<file path="config.mk">
export PLATFORM = sky130hd
export DESIGN_NAME = nru_victim_sel
export DESIGN_NICKNAME = d
export VERILOG_FILES = /design/src/rtl/nru_pkg.sv /design/src/rtl/nru_flag_bank.sv /design/src/rtl/nru_lfsr.sv /design/src/rtl/nru_rot_pick.sv /design/src/rtl/nru_victim_sel.sv
export SDC_FILE = /design/constraint.sdc
export NUM_CORES = 1
export LEC_CHECK = 0
export BUFFER_PORTS_ARGS = -buffer_cell sky130_fd_sc_hd__buf_2
export CAP_MARGIN = 20
export CORE_MARGIN = 1
export CORE_UTILIZATION = 31
export DETAILED_ROUTE_END_ITERATION = 10
export SETUP_SLACK_MARGIN = 0.3
export SYNTH_ARGS = -nofsm -noshare
export SYNTH_HDL_FRONTEND = slang
export SYNTH_HIERARCHICAL = 1
export SYNTH_SLANG_ARGS = --single-unit
export TNS_END_PERCENT = 100
</file>
<file path="constraint.sdc">
create_clock -name clk -period 4.25 [get_ports clk]
set_clock_uncertainty 0.2 [all_clocks]
set_input_delay 0.6375 -clock clk [delete_from_list [all_inputs] [get_ports clk]]
set_output_delay 0.6375 -clock clk [all_outputs]
set_load 0.02 [all_outputs]
</file>
<file path="src/rtl/nru_pkg.sv">
package nru_pkg;
  localparam int unsigned LFSR_W    = 16;
  localparam logic [15:0] LFSR_SEED = 16'hACE1;
  localparam int unsigned N_RANKS   = 4;

  function automatic logic lfsr_fb(input logic [15:0] s);
    return s[15] ^ s[13] ^ s[12] ^ s[10];
  endfunction
endpackage

</file>
<file path="src/rtl/nru_flag_bank.sv">
module nru_flag_bank #(
  parameter int unsigned N_FRAMES = 8,
  localparam int unsigned IW = $clog2(N_FRAMES)
) (
  input  logic                clk,
  input  logic                rst_n,
  input  logic                ref_valid,
  input  logic [IW-1:0]       ref_frame,
  input  logic                ref_write,
  input  logic                clr_pulse,
  input  logic                load_valid,
  input  logic [IW-1:0]       load_frame,
  output logic [N_FRAMES-1:0] ref_bits,
  output logic [N_FRAMES-1:0] mod_bits
);
  for (genvar f = 0; f < N_FRAMES; f++) begin : g_frame
    logic hit_ref, hit_load;
    assign hit_ref  = ref_valid  && (ref_frame  == IW'(f));
    assign hit_load = load_valid && (load_frame == IW'(f));

    always_ff @(posedge clk) begin
      if (!rst_n) begin
        ref_bits[f] <= 1'b0;
        mod_bits[f] <= 1'b0;
      end else if (hit_load) begin
        ref_bits[f] <= 1'b0;
        mod_bits[f] <= 1'b0;
      end else begin
        if (hit_ref)        ref_bits[f] <= 1'b1;
        else if (clr_pulse) ref_bits[f] <= 1'b0;
        if (hit_ref && ref_write) mod_bits[f] <= 1'b1;
      end
    end
  end
endmodule

</file>
<file path="src/rtl/nru_lfsr.sv">
module nru_lfsr
  import nru_pkg::*;
(
  input  logic              clk,
  input  logic              rst_n,
  output logic [LFSR_W-1:0] state
);
  always_ff @(posedge clk) begin
    if (!rst_n) state <= LFSR_SEED;
    else        state <= {state[LFSR_W-2:0], lfsr_fb(state)};
  end
endmodule

</file>
<file path="src/rtl/nru_rot_pick.sv">
module nru_rot_pick #(
  parameter int unsigned N = 8,
  localparam int unsigned IW = $clog2(N)
) (
  input  logic [N-1:0]  cand,
  input  logic [IW-1:0] start,
  output logic [IW-1:0] idx,
  output logic          hit
);
  always_comb begin
    idx = start;
    hit = 1'b0;
    for (int k = N - 1; k >= 0; k--) begin
      if (cand[(int'(start) + k) % N]) begin
        idx = IW'((int'(start) + k) % N);
        hit = 1'b1;
      end
    end
  end
endmodule

</file>
<file path="src/rtl/nru_victim_sel.sv">
module nru_victim_sel
  import nru_pkg::*;
#(
  parameter int unsigned N_FRAMES = 8,
  localparam int unsigned IW = $clog2(N_FRAMES)
) (
  input  logic                clk,
  input  logic                rst_n,
  input  logic                ref_valid,
  input  logic [IW-1:0]       ref_frame,
  input  logic                ref_write,
  input  logic                clr_pulse,
  input  logic                load_valid,
  input  logic [IW-1:0]       load_frame,
  input  logic [N_FRAMES-1:0] occ_mask,
  input  logic                sel_req,
  output logic                victim_valid,
  output logic [IW-1:0]       victim_frame,
  output logic                victim_dirty
);
  logic [N_FRAMES-1:0] ref_bits, mod_bits;
  logic [LFSR_W-1:0]   lfsr_q;
  logic [N_FRAMES-1:0] rank_set [N_RANKS];
  logic [N_FRAMES-1:0] empty_set, cand;
  logic [IW-1:0]       pick_idx;
  logic                pick_hit;

  nru_flag_bank #(.N_FRAMES(N_FRAMES)) u_bank (
    .clk(clk), .rst_n(rst_n),
    .ref_valid(ref_valid), .ref_frame(ref_frame), .ref_write(ref_write),
    .clr_pulse(clr_pulse),
    .load_valid(load_valid), .load_frame(load_frame),
    .ref_bits(ref_bits), .mod_bits(mod_bits)
  );

  nru_lfsr u_lfsr (.clk(clk), .rst_n(rst_n), .state(lfsr_q));

  assign empty_set = ~occ_mask;

  for (genvar r = 0; r < N_RANKS; r++) begin : g_rank
    for (genvar f = 0; f < N_FRAMES; f++) begin : g_f
      assign rank_set[r][f] = occ_mask[f] && ({ref_bits[f], mod_bits[f]} == 2'(r));
    end
  end

  always_comb begin
    cand = '0;
    for (int r = N_RANKS - 1; r >= 0; r--) begin
      if (|rank_set[r]) cand = rank_set[r];
    end
    if (|empty_set) cand = empty_set;
  end

  nru_rot_pick #(.N(N_FRAMES)) u_pick (
    .cand(cand), .start(lfsr_q[IW-1:0]), .idx(pick_idx), .hit(pick_hit)
  );

  always_ff @(posedge clk) begin
    if (!rst_n) begin
      victim_valid <= 1'b0;
      victim_frame <= '0;
      victim_dirty <= 1'b0;
    end else begin
      victim_valid <= sel_req;
      if (sel_req) begin
        victim_frame <= pick_idx;
        victim_dirty <= pick_hit && occ_mask[pick_idx] && mod_bits[pick_idx];
      end
    end
  end
endmodule

</file>
## Yosys cells after proc, flatten, opt, wreduce, memory -nomap -nowiden

Index checks and enable logic that the tools add are counted.

| operators by class | value |
|---|---|
| reduce and logical (&&, ||, !) cells | 89 |
| bitwise logic cells | 5 |
| order comparisons | 9 |
| equal/unequal tests | 38 |
| $add $sub $neg | 7 |
| muxes and demuxes | 50 |

Operator list:

| cell | number |
|---|---|
| 1-bit logical AND | 58 |
| 8-bit 2-to-1 mux | 5 |
| 8-bit OR reduction | 5 |
| 3-bit by 4-bit less-than comparator with 1-bit output (second input constant) | 9 |
| 2-bit equality test (second input constant) | 16 |
| 1-bit binary-select mux with 3-bit select | 10 |
| 1-bit 2-to-1 mux | 27 |
| 3-bit equality test (second input constant) | 8 |
| 3-bit 2-to-1 mux | 8 |
| 2-bit by 1-bit equality test with 1-bit output (second input constant) | 8 |
| 2-bit zero test | 8 |
| 2-bit nonzero test | 8 |
| 2-bit OR reduction | 8 |
| 3-bit adder (second input constant) | 4 |
| 3-bit by 2-bit equality test with 1-bit output (second input constant) | 4 |
| 8-bit inverter | 1 |
| 3-bit by 2-bit adder with 3-bit output (second input constant) | 2 |
| 3-bit by 1-bit equality test with 1-bit output (second input constant) | 2 |
| 3-bit zero test | 2 |
| 3-bit by 1-bit adder with 3-bit output (second input constant) | 1 |
| 1-bit XOR | 3 |
| 1-bit inverter | 1 |

| storage, ports and cells | value |
|---|---|
| word-level logic and storage cells | 218 |
| output and inout port bits | 5 |
| bits in registers | 37 |

## Logic depth before layout (Yosys ltp)

| depth | value |
|---|---|
| depth after elaboration | 22 |
| depth in mapped cells | 18 |
| depth with buffers taken out | 15 |

## Cells and area by module

The synthesis kept the hierarchy.

By module, submodules not included:

| module | times used | cells an instance | area an instance (sq um) | sequential area each (sq um) |
|---|---|---|---|---|
| nru_victim_sel | 1 | 117 | 847.1 | 100.1 |
| nru_rot_pick | 1 | 84 | 807.0 | 0.0 |
| nru_flag_bank | 1 | 76 | 656.9 | 320.3 |
| nru_lfsr | 1 | 36 | 457.9 | 320.3 |

## Worst setup path after synthesis

No wires, ideal clock.

| path | value |
|---|---|
| path kind | input -> register |
| start point | input occ_mask[1] |
| end point | register victim_dirty |
| stages | 15 |
| setup time | 114 ps |
| arrival time | 3971 ps |
| path buffers | 1 |
| setup slack | -35 ps |
| path through | and2_4 o2bb2ai_1 nor4_4 o311a_1 a22oi_1 mux4_1 mux2_2 a21o_1 or2_1 o311ai_1 clkbuf_1 o21ai_0 mux4_2 nand4_1 nand2_1 |

| between the ends | value |
|---|---|
| word-level cells in the longest chain between the ends | 21 |
| elaborated cells between the ends (all ways) | 53 |

Ends and longest elaborated chain:

| item | line | RTL |
|---|---|---|
| start: declaration | nru_victim_sel.sv:15 | `input logic [N_FRAMES-1:0] occ_mask,` |
| 1-bit logical AND | nru_victim_sel.sv:42 | `assign rank_set[r][f] = occ_mask[f] && ({ref_bits[f], mod_bits[f]} == 2'(r));` |
| 8-bit OR reduction | nru_victim_sel.sv:49 | `if (\|rank_set[r]) cand = rank_set[r];` |
| 8-bit 2-to-1 mux (4 in series) | nru_victim_sel.sv:49 |  |
| 8-bit 2-to-1 mux * | nru_victim_sel.sv:51 | `if (\|empty_set) cand = empty_set;` |
| net cand[4] | nru_victim_sel.sv:24 | `logic [N_FRAMES-1:0] empty_set, cand;` |
| 1-bit binary-select mux with 3-bit select | nru_rot_pick.sv:14 | `if (cand[(int'(start) + k) % N]) begin` |
| 1-bit 2-to-1 mux (implied by the code) | nru_rot_pick.sv:14 |  |
| 3-bit 2-to-1 mux (7 in series) | nru_rot_pick.sv:14 |  |
| 3-bit 2-to-1 mux * | nru_rot_pick.sv:14 |  |
| net pick_idx[0] | nru_victim_sel.sv:25 | `logic [IW-1:0] pick_idx;` |
| 1-bit binary-select mux with 3-bit select | nru_victim_sel.sv:67 | `victim_dirty <= pick_hit && occ_mask[pick_idx] && mod_bits[pick_idx];` |
| 1-bit 2-to-1 mux (implied by the code) | nru_victim_sel.sv:67 |  |
| 1-bit logical AND | nru_victim_sel.sv:67 |  |
| 1-bit logical AND * | nru_victim_sel.sv:67 |  |
| end signal: assignment | nru_victim_sel.sv:67 |  |
| end: declaration | nru_victim_sel.sv:19 | `output logic victim_dirty` |

Mark *: on every way through the listed nets, which the timed path passes. The rest lies on a longest branch. The select of a mux whose other input is x is not followed.
A chain may end at the register's enable or synchronous reset.

## Worst setup path in the final report

| path | value |
|---|---|
| start point | input occ_mask[6] |
| end point | register victim_dirty |

The elaborated chain is that of the path after synthesis.

==> reports/metrics.cfg <==
[timing]
relSlewSlack_pct=55.4
setup_viol=0
postLayoutSetupSlackWorst_ns=0.0632
rsz0062_at_grt=yes
finalCriticalPeriod_ns=4.19
drv_slew=0
hold_violations=0
worst_pin_slew_ns=0.668
fmax_mhz=239
post-route-period-util_pct=98.5

[setup_path]
crit_path_end_kind=flip-flop
cp_slowest_cell=mux4_2
crit_family=multiplexers
worstPathCellList=buf_6 -> buf_6 -> buf_4 -> a31oi_2 -> nand4_1 -> a21boi_1 -> o211ai_1 -> buf_4 -> mux4_2 -> mux2i_4 -> a211oi_2 -> or2_1 -> o311ai_2 -> buf_4 -> o21ai_2 -> mux4_2 -> nand4_1 -> nand2_1
required_ns=4.24
critPathMaxStageDelay_ns=0.48
crit_type=input pin to flip-flop
start_kind=input pin
path_buf_inv=5
critPathMostFrequentCell=buf_4
crit_cells=18
worstRegToRegCells=16
arrival_ns=4.18
cp_max_fo=5

[detailed_routing]
avgViaCountPerCell=5.54
post_drt_wl_per_cell_um=16.5
first_iter_violations=201
ant_nets=0
drc=0
vias=3032
drt-total-wl_mm=9.04
drt_first_pass_iters=5

[cells_and_area]
nets=461
drive_above_1_share_pct=48.3
areaGrowthSynthToFinish_pct=48.9
final_cell_area_sq_um=4120
diodes=0

[clock_network]
htree_levels=2
holdBufCountCts=0
ctsRootBufferMaster=clkbuf_8
cts_buffers=5
insertion_delay_ns=0.29
cts_buffer_depth=2
cts_tree=done
cts_sinks=37
cts.clk_slew.worst_paths_ns=0.08

[global_route]
grt_max_degree=31
antenna_found_initial=0
grt-ovfl-total=0
grt_usage_pct=20.3
grt_use_met3_pct=2.19
gr-usage-met1_pct=25.2
grt_pass1_vias=2950
top_usage_layer=met2
grt_pass1_wl_mm=14.5
grtUsageMet2_pct=34.9

[synth]
synth_nets=336
async_reset_ff_share_pct=0
synthFlopType=dfxtp_1
yosysTopAreaCell=dfxtp_1
avgSynthCellArea_sq_um=8.85
synthTopCellsByArea=dfxtp_1, mux4_2, mux2i_1
synthCells=313
yosysSeqAreaShare_pct=26.8
yosysUniqueCellTypes=70
synth_common_cells=dfxtp_1, nor2_1, a21oi_1
yosysTopAreaCellShare_pct=26.8
syn_area_sq_um=2770
synth_most_common_cell=dfxtp_1
synth_seq_cells=37
yosys_warnings=6
synth-edff-count=0

[floorplanning]
die-height_um=96.5
dieArea_sq_um=9310
io_pins=26
core_area_sq_um=8680
placementRows=34
fp.dieW_um=96.5
start_util_pct=31.9

[min_path]
hold_class=flip-flop to flip-flop
hold-path-cell-count=1

[power_and_ir_drop]
p_per_area_nw_per_um2=307
peakVddDrop_v=0.000216
fin_total_pwr_w=0.00127
power_leakage_nw=1.76

[placement]
portBuffers=25
gp_congestion=0.909
preCtsSetupSlack_ns=-0.392
post_dp_cell_area_sq_um=3370
dpl.hpwl_mm=5.97

[flow_run]
cap_violations=0

[outcome]
status=finished clean

==> state kept, by name (all words and copies together) (netlist names) <==
| signal | cells |
|---|---|
| victim_dirty | 1 |
| victim_frame | 3 |
| u_lfsr/state | 16 |
| u_bank/mod_bits | 8 |
| victim_valid | 1 |
| u_bank/ref_bits | 8 |
==> where the power goes <==
group	internal (W)	total, W	switching [W]	leakage (nW)
clock	0.000150	0.000275	0.000125	0.0549
combinational	0.000321	0.000607	0.000286	1.40
sequential	0.000367	0.000385	0.0000175	0.308
==> per-stage QoR <==
step / hold slack [ns] / instances / setup TNS (ns) / utilization [%]
global placement: 0.190 / 488 / -0.385 / 38.8
detailed placement: 0.198 / 488 / -0.423 / 38.8
floorplan: 0.186 / 313 / 0 / -
CTS: 0.217 / 539 / 0 / 46.0
finish: 0.212 / 547 / 0 / 47.5
global route: 0.237 / 547 / -0.0526 / 47.5
==> worst reg2reg max path: stages (launching register included) <==
cell	delay, ns
dfxtp_1	0.39
and3_1	0.21
a31oi_2	0.19
nand4_1	0.20
a21boi_1	0.21
o211ai_1	0.24
buf_4	0.21
mux4_2	0.48
mux2i_4	0.21
a211oi_2	0.11
or2_1	0.24
o311ai_2	0.25
buf_4	0.21
o21ai_2	0.06
mux4_2	0.45
nand4_1	0.10
nand2_1	0.05
==> final cells by class <==
class	instances	area [sq um]
Inverter	12	45.0
Fill cell	829	4550
Timing Repair Buffer	130	981
Clock buffer	7	96.3
Clock inverter	1	8.76
Tap cell	108	135
Multi-Input combinational cell	252	2110
Sequential cell	37	752
==> kinds of logic after synthesis <==
family,after synthesis,share of synthesized area [%]
AOI/OAI and AO/OA,88,21.4
xor gates and xnor gates,6,1.90
adders and majority gates,2,0.904
buffers and inverters,24,4.65
DFF,37,26.8
muxes,31,17.4
and+or+nand+nor,125,27.0
==> cell usage in the layout, fill, tap and decap left out, types with 3 or more instances in the layout <==
cell type / n
nand2_1: 12
dfxtp_2: 6
mux2_4: 5
o211ai_1: 5
a31oi_1: 6
nor2_1: 26
o21ai_2: 5
xor2_1: 4
inv_1: 11
clkbuf_8: 7
nand2_2: 4
o21ai_0: 6
a21oi_1: 19
mux4_2: 11
mux2_2: 3
nand3b_1: 8
o21ai_1: 7
nand4_1: 6
o31ai_1: 3
nand2b_1: 8
nor3_1: 3
nor3b_2: 6
buf_2: 21
buf_6: 10
a222oi_1: 3
mux2i_1: 9
nand3_1: 5
buf_4: 97
nor2b_1: 9
and2_1: 15
a21o_1: 4
dfxtp_1: 30
==> routing by layer <==
layer | part of all wire, % | routed length (um)
met1 | 42 | 3810
met5 | 0 | 0
met3 | 4.8 | 434
met4 | 4.2 | 382
met2 | 49 | 4410
==> worst paths after layout <==
kind	slack [ns]	endpoint	startpoint
setup / recovery	0.06	victim_dirty$_SDFFE_PN0P_	occ_mask[6]
setup reg to reg	0.15	victim_dirty$_SDFFE_PN0P_	u_bank/ref_bits[3]$_SDFFE_PP0P_
hold reg to reg	0.21	u_lfsr/state[10]$_SDFF_PN1_	u_lfsr/state[9]$_SDFF_PN0_
hold / removal	0.21	u_lfsr/state[10]$_SDFF_PN1_	u_lfsr/state[9]$_SDFF_PN0_
==> what timing repair did <==
item                                    4_1_cts  5_1_grt
gates resized for setup                      53       20
pin swaps                                    26       21
gates cloned                                  1        0
endpoints found under the setup margin        2        3
setup buffers                                42        8
Note: power is estimated with default switching activity, not from simulation.
